## src/rtl/cal_pkg.sv

```systemverilog
package cal_pkg;

  localparam int CAL_DW   = 16;
  localparam int CAL_AW   = 4;
  localparam int SEC_W    = 7;
  localparam int MIN_W    = 7;
  localparam int HOUR_W   = 6;
  localparam int WDAY_W   = 3;
  localparam int DAY_W    = 6;
  localparam int MON_W    = 5;
  localparam int YEAR_W   = 8;
  localparam int FLAG_BIT = 15;

  typedef struct packed {
    logic              leap;
    logic [YEAR_W-1:0] year;
    logic [MON_W-1:0]  mon;
    logic [DAY_W-1:0]  day;
    logic [WDAY_W-1:0] wday;
    logic [HOUR_W-1:0] hour;
    logic [MIN_W-1:0]  min;
    logic [SEC_W-1:0]  sec;
  } cal_time_t;

  typedef enum logic [CAL_AW-1:0] {
    A_SEC    = 4'd0,
    A_MIN    = 4'd1,
    A_HOUR   = 4'd2,
    A_WDAY   = 4'd3,
    A_DAY    = 4'd4,
    A_MON    = 4'd5,
    A_YEAR   = 4'd6,
    A_COMMIT = 4'd7,
    A_CTRL   = 4'd8
  } cal_addr_e;

  localparam cal_time_t CAL_RESET = '{
    leap: 1'b0, year: 8'h00, mon: 5'h01, day: 6'h01,
    wday: 3'd0, hour: 6'h00, min: 7'h00, sec: 7'h00
  };

  // Last day of a month (BCD), given BCD month and the stored leap flag.
  function automatic logic [DAY_W-1:0] last_day(input logic [MON_W-1:0] m,
                                                 input logic lp);
    logic [DAY_W-1:0] r;
    case (m)
      5'h02:                      r = lp ? 6'h29 : 6'h28;
      5'h04, 5'h06, 5'h09, 5'h11: r = 6'h30;
      default:                    r = 6'h31;
    endcase
    return r;
  endfunction

endpackage

```

## src/rtl/cal_bcd_field.sv

```systemverilog
// One BCD field with a wrap value: increments when inc is high,
// returns to LOW after reaching limit and raises wrap.
module cal_bcd_field #(
  parameter int W   = 7,
  parameter int LOW = 0
) (
  input  logic [W-1:0] val,
  input  logic [W-1:0] limit,
  input  logic         inc,
  output logic [W-1:0] nxt,
  output logic         wrap
);

  localparam int HI_W = W - 4;

  logic [HI_W-1:0] hi_inc;

  assign hi_inc = val[W-1:4] + 1'b1;

  always_comb begin
    nxt  = val;
    wrap = 1'b0;
    if (inc) begin
      if (val == limit) begin
        nxt  = W'(LOW);
        wrap = 1'b1;
      end else if (val[3:0] == 4'h9) begin
        nxt = {hi_inc, 4'h0};
      end else begin
        nxt = {val[W-1:4], val[3:0] + 4'h1};
      end
    end
  end

endmodule

```

## src/rtl/cal_shadow.sv

```systemverilog
// Shadow field registers written from the register port, plus commit decode.
module cal_shadow
  import cal_pkg::*;
(
  input  logic              clk,
  input  logic              rst_n,
  input  logic              we,
  input  logic [CAL_AW-1:0] addr,
  input  logic [CAL_DW-1:0] wdata,
  output cal_time_t         shadow,
  output logic              commit
);

  cal_time_t sh_q, sh_d;
  logic      wr_en;

  assign wr_en  = we && (addr <= A_YEAR);
  assign commit = we && (addr == A_COMMIT) && wdata[FLAG_BIT];
  assign shadow = sh_q;

  always_comb begin
    sh_d = sh_q;
    case (addr)
      A_SEC:  sh_d.sec  = wdata[SEC_W-1:0];
      A_MIN:  sh_d.min  = wdata[MIN_W-1:0];
      A_HOUR: sh_d.hour = wdata[HOUR_W-1:0];
      A_WDAY: sh_d.wday = wdata[WDAY_W-1:0];
      A_DAY:  sh_d.day  = wdata[DAY_W-1:0];
      A_MON:  sh_d.mon  = wdata[MON_W-1:0];
      A_YEAR: begin
        sh_d.year = wdata[YEAR_W-1:0];
        sh_d.leap = wdata[FLAG_BIT];
      end
      default: ;
    endcase
  end

  always_ff @(posedge clk or negedge rst_n) begin
    if (!rst_n) begin
      sh_q <= CAL_RESET;
    end else if (wr_en) begin
      sh_q <= sh_d;
    end
  end

  AST_SHADOW_STABLE: assert property (@(posedge clk) disable iff (!rst_n)
    !we |=> $stable(sh_q));

endmodule

```

## src/rtl/cal_counter.sv

```systemverilog
// Live calendar counter: carry chain from seconds to year, commit load.
module cal_counter
  import cal_pkg::*;
#(
  parameter int YEAR_BASE = 1970
) (
  input  logic      clk,
  input  logic      rst_n,
  input  logic      tick,
  input  logic      commit,
  input  cal_time_t shadow,
  output cal_time_t live
);

  localparam int BASE_MOD = YEAR_BASE % 4;

  cal_time_t live_q, live_d, adv;
  logic      load_en;

  logic [SEC_W-1:0]  sec_n;
  logic [MIN_W-1:0]  min_n;
  logic [HOUR_W-1:0] hour_n;
  logic [DAY_W-1:0]  day_n;
  logic [MON_W-1:0]  mon_n;
  logic [YEAR_W-1:0] year_n;
  logic [DAY_W-1:0]  day_lim;
  logic sec_wrap, min_wrap, hour_wrap, day_wrap, mon_wrap, year_wrap;

  // Leap test on a BCD year: (10*t + o) mod 4 == (2*t + o) mod 4.
  function automatic logic leap_of(input logic [YEAR_W-1:0] y);
    logic [5:0] s;
    s = {1'b0, y[7:4], 1'b0} + {2'b00, y[3:0]} + 6'(BASE_MOD);
    return (s[1:0] == 2'b00);
  endfunction

  assign day_lim = last_day(live_q.mon, live_q.leap);

  cal_bcd_field #(.W(SEC_W), .LOW(0)) u_sec (
    .val(live_q.sec), .limit(7'h59), .inc(tick),
    .nxt(sec_n), .wrap(sec_wrap));

  cal_bcd_field #(.W(MIN_W), .LOW(0)) u_min (
    .val(live_q.min), .limit(7'h59), .inc(sec_wrap),
    .nxt(min_n), .wrap(min_wrap));

  cal_bcd_field #(.W(HOUR_W), .LOW(0)) u_hour (
    .val(live_q.hour), .limit(6'h23), .inc(min_wrap),
    .nxt(hour_n), .wrap(hour_wrap));

  cal_bcd_field #(.W(DAY_W), .LOW(1)) u_day (
    .val(live_q.day), .limit(day_lim), .inc(hour_wrap),
    .nxt(day_n), .wrap(day_wrap));

  cal_bcd_field #(.W(MON_W), .LOW(1)) u_mon (
    .val(live_q.mon), .limit(5'h12), .inc(day_wrap),
    .nxt(mon_n), .wrap(mon_wrap));

  cal_bcd_field #(.W(YEAR_W), .LOW(0)) u_year (
    .val(live_q.year), .limit(8'h99), .inc(mon_wrap),
    .nxt(year_n), .wrap(year_wrap));

  always_comb begin
    adv      = live_q;
    adv.sec  = sec_n;
    adv.min  = min_n;
    adv.hour = hour_n;
    adv.day  = day_n;
    adv.mon  = mon_n;
    adv.year = year_n;
    if (hour_wrap) begin
      adv.wday = (live_q.wday >= 3'd6) ? 3'd0 : live_q.wday + 3'd1;
    end
    if (mon_wrap) begin
      adv.leap = leap_of(year_n);
    end
  end

  // Commit has priority; a tick in the same cycle is dropped.
  assign load_en = commit || tick;

  always_comb begin
    live_d = adv;
    if (commit) begin
      live_d = shadow;
    end
  end

  always_ff @(posedge clk or negedge rst_n) begin
    if (!rst_n) begin
      live_q <= CAL_RESET;
    end else if (load_en) begin
      live_q <= live_d;
    end
  end

  assign live = live_q;

  AST_COMMIT_LOAD: assert property (@(posedge clk) disable iff (!rst_n)
    commit |=> live_q == $past(shadow));

  AST_COMMIT_WINS: assert property (@(posedge clk) disable iff (!rst_n)
    (commit && tick) |=> live_q.sec == $past(shadow.sec));

  AST_HOLD_IDLE: assert property (@(posedge clk) disable iff (!rst_n)
    (!commit && !tick) |=> $stable(live_q));

  AST_SEC_WRAP: assert property (@(posedge clk) disable iff (!rst_n)
    (!commit && tick && live_q.sec == 7'h59) |=> live_q.sec == 7'h00);

  AST_WDAY_WRAP: assert property (@(posedge clk) disable iff (!rst_n)
    (!commit && hour_wrap && live_q.wday == 3'd6) |=> live_q.wday == 3'd0);

  AST_YEAR_ROLL: assert property (@(posedge clk) disable iff (!rst_n)
    (!commit && mon_wrap && live_q.year == 8'h99)
      |=> (live_q.year == 8'h00) && (live_q.leap == (BASE_MOD == 0)));

endmodule

```

## src/rtl/cal_readmux.sv

```systemverilog
// Combinational read path: live fields, commit (reads 0), control.
module cal_readmux
  import cal_pkg::*;
(
  input  logic [CAL_AW-1:0] addr,
  input  cal_time_t         live,
  output logic [CAL_DW-1:0] rdata
);

  always_comb begin
    rdata = '0;
    case (addr)
      A_SEC:  rdata[SEC_W-1:0]  = live.sec;
      A_MIN:  rdata[MIN_W-1:0]  = live.min;
      A_HOUR: rdata[HOUR_W-1:0] = live.hour;
      A_WDAY: rdata[WDAY_W-1:0] = live.wday;
      A_DAY:  rdata[DAY_W-1:0]  = live.day;
      A_MON:  rdata[MON_W-1:0]  = live.mon;
      A_YEAR: begin
        rdata[YEAR_W-1:0] = live.year;
        rdata[FLAG_BIT]   = live.leap;
      end
      A_CTRL: rdata[0] = 1'b1;
      default: ;
    endcase
  end

endmodule

```

## src/rtl/bcd_calendar.sv

```systemverilog
module bcd_calendar
  import cal_pkg::*;
#(
  parameter int YEAR_BASE = 1970
) (
  input  logic              clk,
  input  logic              rst_n,
  input  logic              tick,
  input  logic              reg_we,
  input  logic [CAL_AW-1:0] reg_addr,
  input  logic [CAL_DW-1:0] reg_wdata,
  output logic [CAL_DW-1:0] reg_rdata
);

  cal_time_t shadow;
  cal_time_t live;
  logic      commit;

  cal_shadow u_shadow (
    .clk    (clk),
    .rst_n  (rst_n),
    .we     (reg_we),
    .addr   (reg_addr),
    .wdata  (reg_wdata),
    .shadow (shadow),
    .commit (commit)
  );

  cal_counter #(.YEAR_BASE(YEAR_BASE)) u_counter (
    .clk    (clk),
    .rst_n  (rst_n),
    .tick   (tick),
    .commit (commit),
    .shadow (shadow),
    .live   (live)
  );

  cal_readmux u_rd (
    .addr  (reg_addr),
    .live  (live),
    .rdata (reg_rdata)
  );

endmodule

```

## config.mk

```make
export PLATFORM = sky130hd
export DESIGN_NAME = bcd_calendar
export DESIGN_NICKNAME = d
export VERILOG_FILES = /design/src/rtl/cal_pkg.sv /design/src/rtl/cal_bcd_field.sv /design/src/rtl/cal_shadow.sv /design/src/rtl/cal_counter.sv /design/src/rtl/cal_readmux.sv /design/src/rtl/bcd_calendar.sv
export SDC_FILE = /design/constraint.sdc
export NUM_CORES = 1
export LEC_CHECK = 0
export ABC_AREA = 1
export BUFFER_PORTS_ARGS = -buffer_cell sky130_fd_sc_hd__buf_2
export CAP_MARGIN = 10
export CORE_UTILIZATION = 45
export CTS_BUF_LIST = sky130_fd_sc_hd__clkbuf_16
export DETAILED_ROUTE_END_ITERATION = 10
export SLEW_MARGIN = 0
export SYNTH_ARGS = -nofsm -noshare
export SYNTH_HDL_FRONTEND = slang
export SYNTH_SLANG_ARGS = --single-unit
```

## constraint.sdc

```tcl
create_clock -name clk -period 3.9 [get_ports clk]
set_input_delay 0.78 -clock clk [delete_from_list [all_inputs] [get_ports clk]]
set_output_delay 0.78 -clock clk [all_outputs]
set_load 0.1 [all_outputs]
```

Word-level counts from Yosys, hierarchy flattened
Index checks and enable logic that the tools add are counted.
{ "totals": {"input_bits": 24, "word_cells": 140, "output_inout_bits": 16, "register_bits": 86} }
{ "classes": {"n_reduce_logical": 36, "n_eq_ne": 25, "muxes": 41, "add_sub_neg": 15, "magnitude_cmp": 2} }
{ "ops": {"columns": ["op", "count"], "rows": [
  ["$mux 43", 1],
  ["$mux 7", 6],
  ["$mux 6", 6],
  ["$add 4x1->4 const B", 7],
  ["$eq 4x4->1 const B", 7],
  ["$reduce_and 2->1", 13],
  ["$mux 8", 3],
  ["$eq 4x3->1 const B", 4],
  ["$mux 5", 3],
  ["$reduce_and 3->1", 5],
  ["$reduce_bool 3->1", 5],
  ["$eq 7x7->1 const B", 2],
  ["$mux 1", 14],
  ["$pmux 2 s7", 1],
  ["$pmux 2 s6", 1],
  ["$pmux 6 s2", 1],
  ["$reduce_bool 2->1", 6],
  ["$eq 5x3->1 const B", 2],
  ["$eq 5x5->1 const B", 2],
  ["$add 3x1->3 const B", 3],
  ["$eq 4x2->1 const B", 2],
  ["$eq 8x8->1 const B", 1],
  ["$pmux 1 s8", 1],
  ["$eq 6x6->1", 1],
  ["18 further kinds", 22]
]} }

Depth between registers and ports, before layout
{ "depth": {"ltp_word": 13, "depth_mapped": 14, "ltp_nobuf": 14} }

By module
From an unflattened synthesis, not the netlist that was laid out.
{ "unflattened": {"hier_cells": 1008, "area_unflattened_um2": 6502.5} }
{ "by_module_without_submodules": {"columns": ["module", "n_inst", "cells_each", "area_per_inst_um2", "seq_area_each_um2"], "rows": [
  ["cal_counter", 1, 260, 2016.9, 1078.5],
  ["cal_shadow", 1, 184, 1806.7, 1078.5],
  ["cal_bcd_field at u_counter.u_min ...", 2, 74, 380.4, 0.0],
  ["cal_readmux", 1, 114, 546.8, 0.0],
  ["cal_bcd_field at u_counter.u_year", 1, 121, 520.5, 0.0],
  ["cal_bcd_field at u_counter.u_hour", 1, 67, 302.8, 0.0],
  ["cal_bcd_field at u_counter.u_day", 1, 63, 287.8, 0.0],
  ["cal_bcd_field at u_counter.u_mon", 1, 51, 260.2, 0.0]
]} }

Worst setup path after synthesis
OpenSTA, ideal clock, no wires.
{ "synth_timing": {"path_type": "in2out", "start": "in reg_addr[3]", "end": "out reg_rdata[0]", "path_stages": 5, "t_required_ps": 3120, "t_arrival_ps": 2734, "n_path_buf": 0, "setup_slack_ps": 386, "cell_sequence": "inv_1 nand2_1 nor2_1 inv_1 o2111ai_1"} }
{ "synth_between": {"elab_chain_cells": 2, "word_cells_on_any_way": 9, "cone_classes": "eq/ne (7); mux (1); reduce/logical (1)"} }
{ "synth_lines": {"columns": ["item", "line", "rtl"], "rows": [
  ["start: declaration", "bcd_calendar.sv:10", "input logic [CAL_AW-1:0] reg_addr,"],
  ["$eq 4x4->1 (tied with other cells)", "cal_readmux.sv:12", "case (addr)"],
  ["$pmux 1 s8 (*)", "cal_readmux.sv:12", null],
  ["end: declaration", "bcd_calendar.sv:12", "output logic [CAL_DW-1:0] reg_rdata"]
]} }
Mark *: on every way between the ends. The rest lies on a longest branch, timed or not.

Final worst setup path
{ "layout_timing": {"start": "in reg_addr[3]", "end": "out reg_rdata[1]"} }
{ "layout_between": {"elab_chain_cells": 2, "word_cells_on_any_way": 8, "cone_classes": "eq/ne (6); mux (1); reduce/logical (1)"} }
{ "layout_lines": {"columns": ["item", "line"], "rows": [
  ["$eq 4x3->1 (tied with other cells)", "cal_readmux.sv:12"],
  ["$pmux 2 s7 (*)", "cal_readmux.sv:12"]
]} }
Marked as above.

==> impl_metrics.json <==
{
  "status": "finished clean",
  "fin_nets": 672,
  "ys_warn_count": 0,
  "reg2reg_depth": 11,
  "ys_ff_latch": 86,
  "p_switching_w": 0.00110,
  "hold_path_class": "reg2reg",
  "fin_setup_tns_ps": 0,
  "power.density_mw_per_mm2": 573,
  "cts_buffer_depth": 2,
  "r2r_slack_ps": 1700,
  "diodes": 0,
  "dieArea_mm2": 0.0113,
  "wl_um": 12800,
  "r2r-start": "u_counter.live[0]$_DFFE_PN0P_",
  "ys_seq_area_share_pct": 44.0,
  "cts_tree": "built",
  "drive_above_1_share_pct": 13.1,
  "drc_errors": 0,
  "required_ps": 3120,
  "final_common_cell": "nand2_1",
  "comb_power_share_pct": 25.3,
  "arrival_ps": 2440,
  "setup.worst_path.start": "reg_addr[3]",
  "crit_path_max_incr_delay_ps": 350,
  "grt_overflow": 0,
  "critPathSlowestCell": "a221oi_1",
  "seqCellArea_mm2": 0.00216,
  "critPathCaptureType": "output port",
  "final_antenna_net_count": 0,
  "finalClockSkew_ps": 8.15,
  "dp_hpwl_um": 9240,
  "wl_per_cell_um": 16.6,
  "rsz0062_at_grt": "no",
  "swShare_pct": 35.1,
  "die_width_um": 106,
  "cts_root_buf": "clkbuf_16",
  "cts_resized": 0,
  "clk_latency_ps": 340,
  "die_y_um": 106,
  "timing.hold.ws_ps": 483,
  "mostFrequentLayoutCells": "nand2_1 (137), dfrtp_1 (82), inv_1 (77), o21ai_0 (72), nor2_1 (43)",
  "coreArea_mm2": 0.0105,
  "areaGrowthSynthToFinish_pct": 11.3,
  "grt_pass1_wl_um": 20500,
  "fin_crit_ps": 3220,
  "synthCells": 606,
  "maxCapViolCount": 0,
  "setup_viol": 0,
  "drt_iter0_markers": 213,
  "avgSynthCellArea_um2": 8.09,
  "syn_area_mm2": 0.00490,
  "clk_pin_slew_ps": 60,
  "grt_pass1_vias": 3887,
  "grtUsageTotal_pct": 24.0,
  "slew_viol_final": 0,
  "vias_per_cell": 5.40,
  "cp-start-kind": "primary input",
  "crit_type": "in2out",
  "core.rowCount": 37,
  "synth_cell_types": 44,
  "cts_max_level": 3,
  "clkPwrFrac_pct": 31.2,
  "antenna_found_initial": 0,
  "hold_buffers": 0,
  "numPortBuffers": 25,
  "clock-sinks": 86,
  "fill_cells": 1008,
  "p_int_w": 0.00203,
  "p_leak_nw": 2.64,
  "synthFlopType": "dfrtp_1",
  "path_cells": "buf_2 > inv_1 > nand2_1 > inv_1 > nand2_1 > o22ai_1 > a221oi_1 > o2111ai_1 > buf_2",
  "cts_buffers": 9,
  "post-cts-setup-buffers": 0,
  "maxSlewHeadroom_pct": 26.5,
  "crit_end": "reg_rdata[1]",
  "max-vdd-ir-drop_mv": 0.289,
  "async_flop_share_pct": 100,
  "tightest_slew_ps": 1100,
  "synth_edf_count": 0,
  "cp_max_fo": 8,
  "via_count": 4158,
  "multiInputGateArea_mm2": 0.00235,
  "dr.pass1.iters": 5,
  "crit-reg2reg-capture": "u_counter.live[24]$_DFFE_PN0P_",
  "max_freq_mhz": 310,
  "dp.cells": 754,
  "start_util_pct": 46.9,
  "p_seq_share_pct": 43.4,
  "grt_max_degree": 87,
  "post-route-period-util_pct": 82.7,
  "io_pins": 40,
  "final_hold_viol_count": 0,
  "place.gp.congestion": 0.924,
  "finalNonFillerCells": 770
}
## worst min-delay path by stage
stage	from	end	cells after the start
after floorplan	u_shadow.shadow[4]$_DFFE_PN0P_	u_shadow.shadow[4]$_DFFE_PN0P_	2
final	u_shadow.shadow[35]$_DFFE_PN0P_	u_counter.live[35]$_DFFE_PN0P_	2
after global routing	u_shadow.shadow[35]$_DFFE_PN0P_	u_shadow.shadow[35]$_DFFE_PN0P_	2
after global placement	u_shadow.shadow[22]$_DFFE_PN0P_	u_shadow.shadow[22]$_DFFE_PN0P_	2
after detailed placement	u_shadow.shadow[22]$_DFFE_PN0P_	u_shadow.shadow[22]$_DFFE_PN0P_	2
after CTS	u_shadow.shadow[22]$_DFFE_PN0P_	u_shadow.shadow[22]$_DFFE_PN0P_	2
## stage by stage
step,util (%),area (um^2),power [W],worst slack [ps]
after global placement,48.9,5120,0.00212,752
after floorplan,-,4920,0.00192,386
final,52.2,5460,0.00313,677
after global routing,52.2,5460,0.00329,577
after detailed placement,48.9,5120,0.00215,693
after CTS,52.2,5460,0.00314,690
## per-layer routing
layer,share of wire (%),GRT usage [%]
met1,47,33.3
met2,47,38.5
met3,3.8,2.88
met4,2.2,8.43
met5,0,0
## critical path: cells and delay by family
family                 cells  cell delay, ps
AOI/OAI and AO/OA          3             670
and+or+nand+nor            2             420
buffers and inverters      4             580
## cells by family after synthesis
logic type | after synthesis | synth area share, %
muxes | 1 | 0.230
and+or+nand+nor | 241 | 22.3
DFF | 86 | 44.0
buffers and inverters | 103 | 8.73
xor gates and xnor gates | 14 | 2.50
AOI/OAI and AO/OA | 141 | 17.4
other | 1 | 0.0765
adders and majority gates | 19 | 4.85
## cell usage after synthesis, types with 4 or more instances
library cell | instances | share of area (%)
a21oi_1 | 15 | 1.5
a221oi_1 | 5 | 0.89
buf_4 | 8 | 1.2
clkbuf_1 | 8 | 0.61
dfrtp_1 | 82 | 42
dfstp_2 | 4 | 2.1
ha_1 | 19 | 4.8
inv_1 | 77 | 5.9
inv_2 | 6 | 0.46
nand2_1 | 137 | 10
nand2_2 | 5 | 0.64
nand3_1 | 25 | 2.6
nand4_1 | 4 | 0.51
nor2_1 | 43 | 3.3
nor2_2 | 10 | 1.3
nor3_1 | 4 | 0.41
o2111ai_1 | 4 | 0.71
o211ai_1 | 12 | 1.8
o21ai_0 | 72 | 7.4
o21ai_1 | 5 | 0.51
o221ai_1 | 8 | 1.4
o22ai_1 | 7 | 0.89
xor2_1 | 11 | 2.0
## power groups by stage
stage / clock (W) / sequential [W] / combinational, W
2_1_floorplan: 0 / 0.00129 / 0.000630
6_report: 0.000977 / 0.00136 / 0.000792
5_1_grt: 0.00101 / 0.00138 / 0.000895
3_3_place_gp: 0 / 0.00136 / 0.000762
3_5_place_dp: 0 / 0.00136 / 0.000789
4_1_cts: 0.000990 / 0.00135 / 0.000796
## flip-flops by register name, indices dropped and copies added, names as in the netlist
| name | cells |
|---|---|
| u_counter.live | 43 |
| u_shadow.shadow | 43 |
## cell type report
type	count	area share [%]
Tap cell	136	3.12
Sequential cell	86	39.5
Multi-Input combinational cell	423	43.0
Inverter	83	5.71
Clock buffer	9	4.13
Clock inverter	7	2.06
Timing Repair Buffer	26	2.48
(Power assumes the default switching activity.)
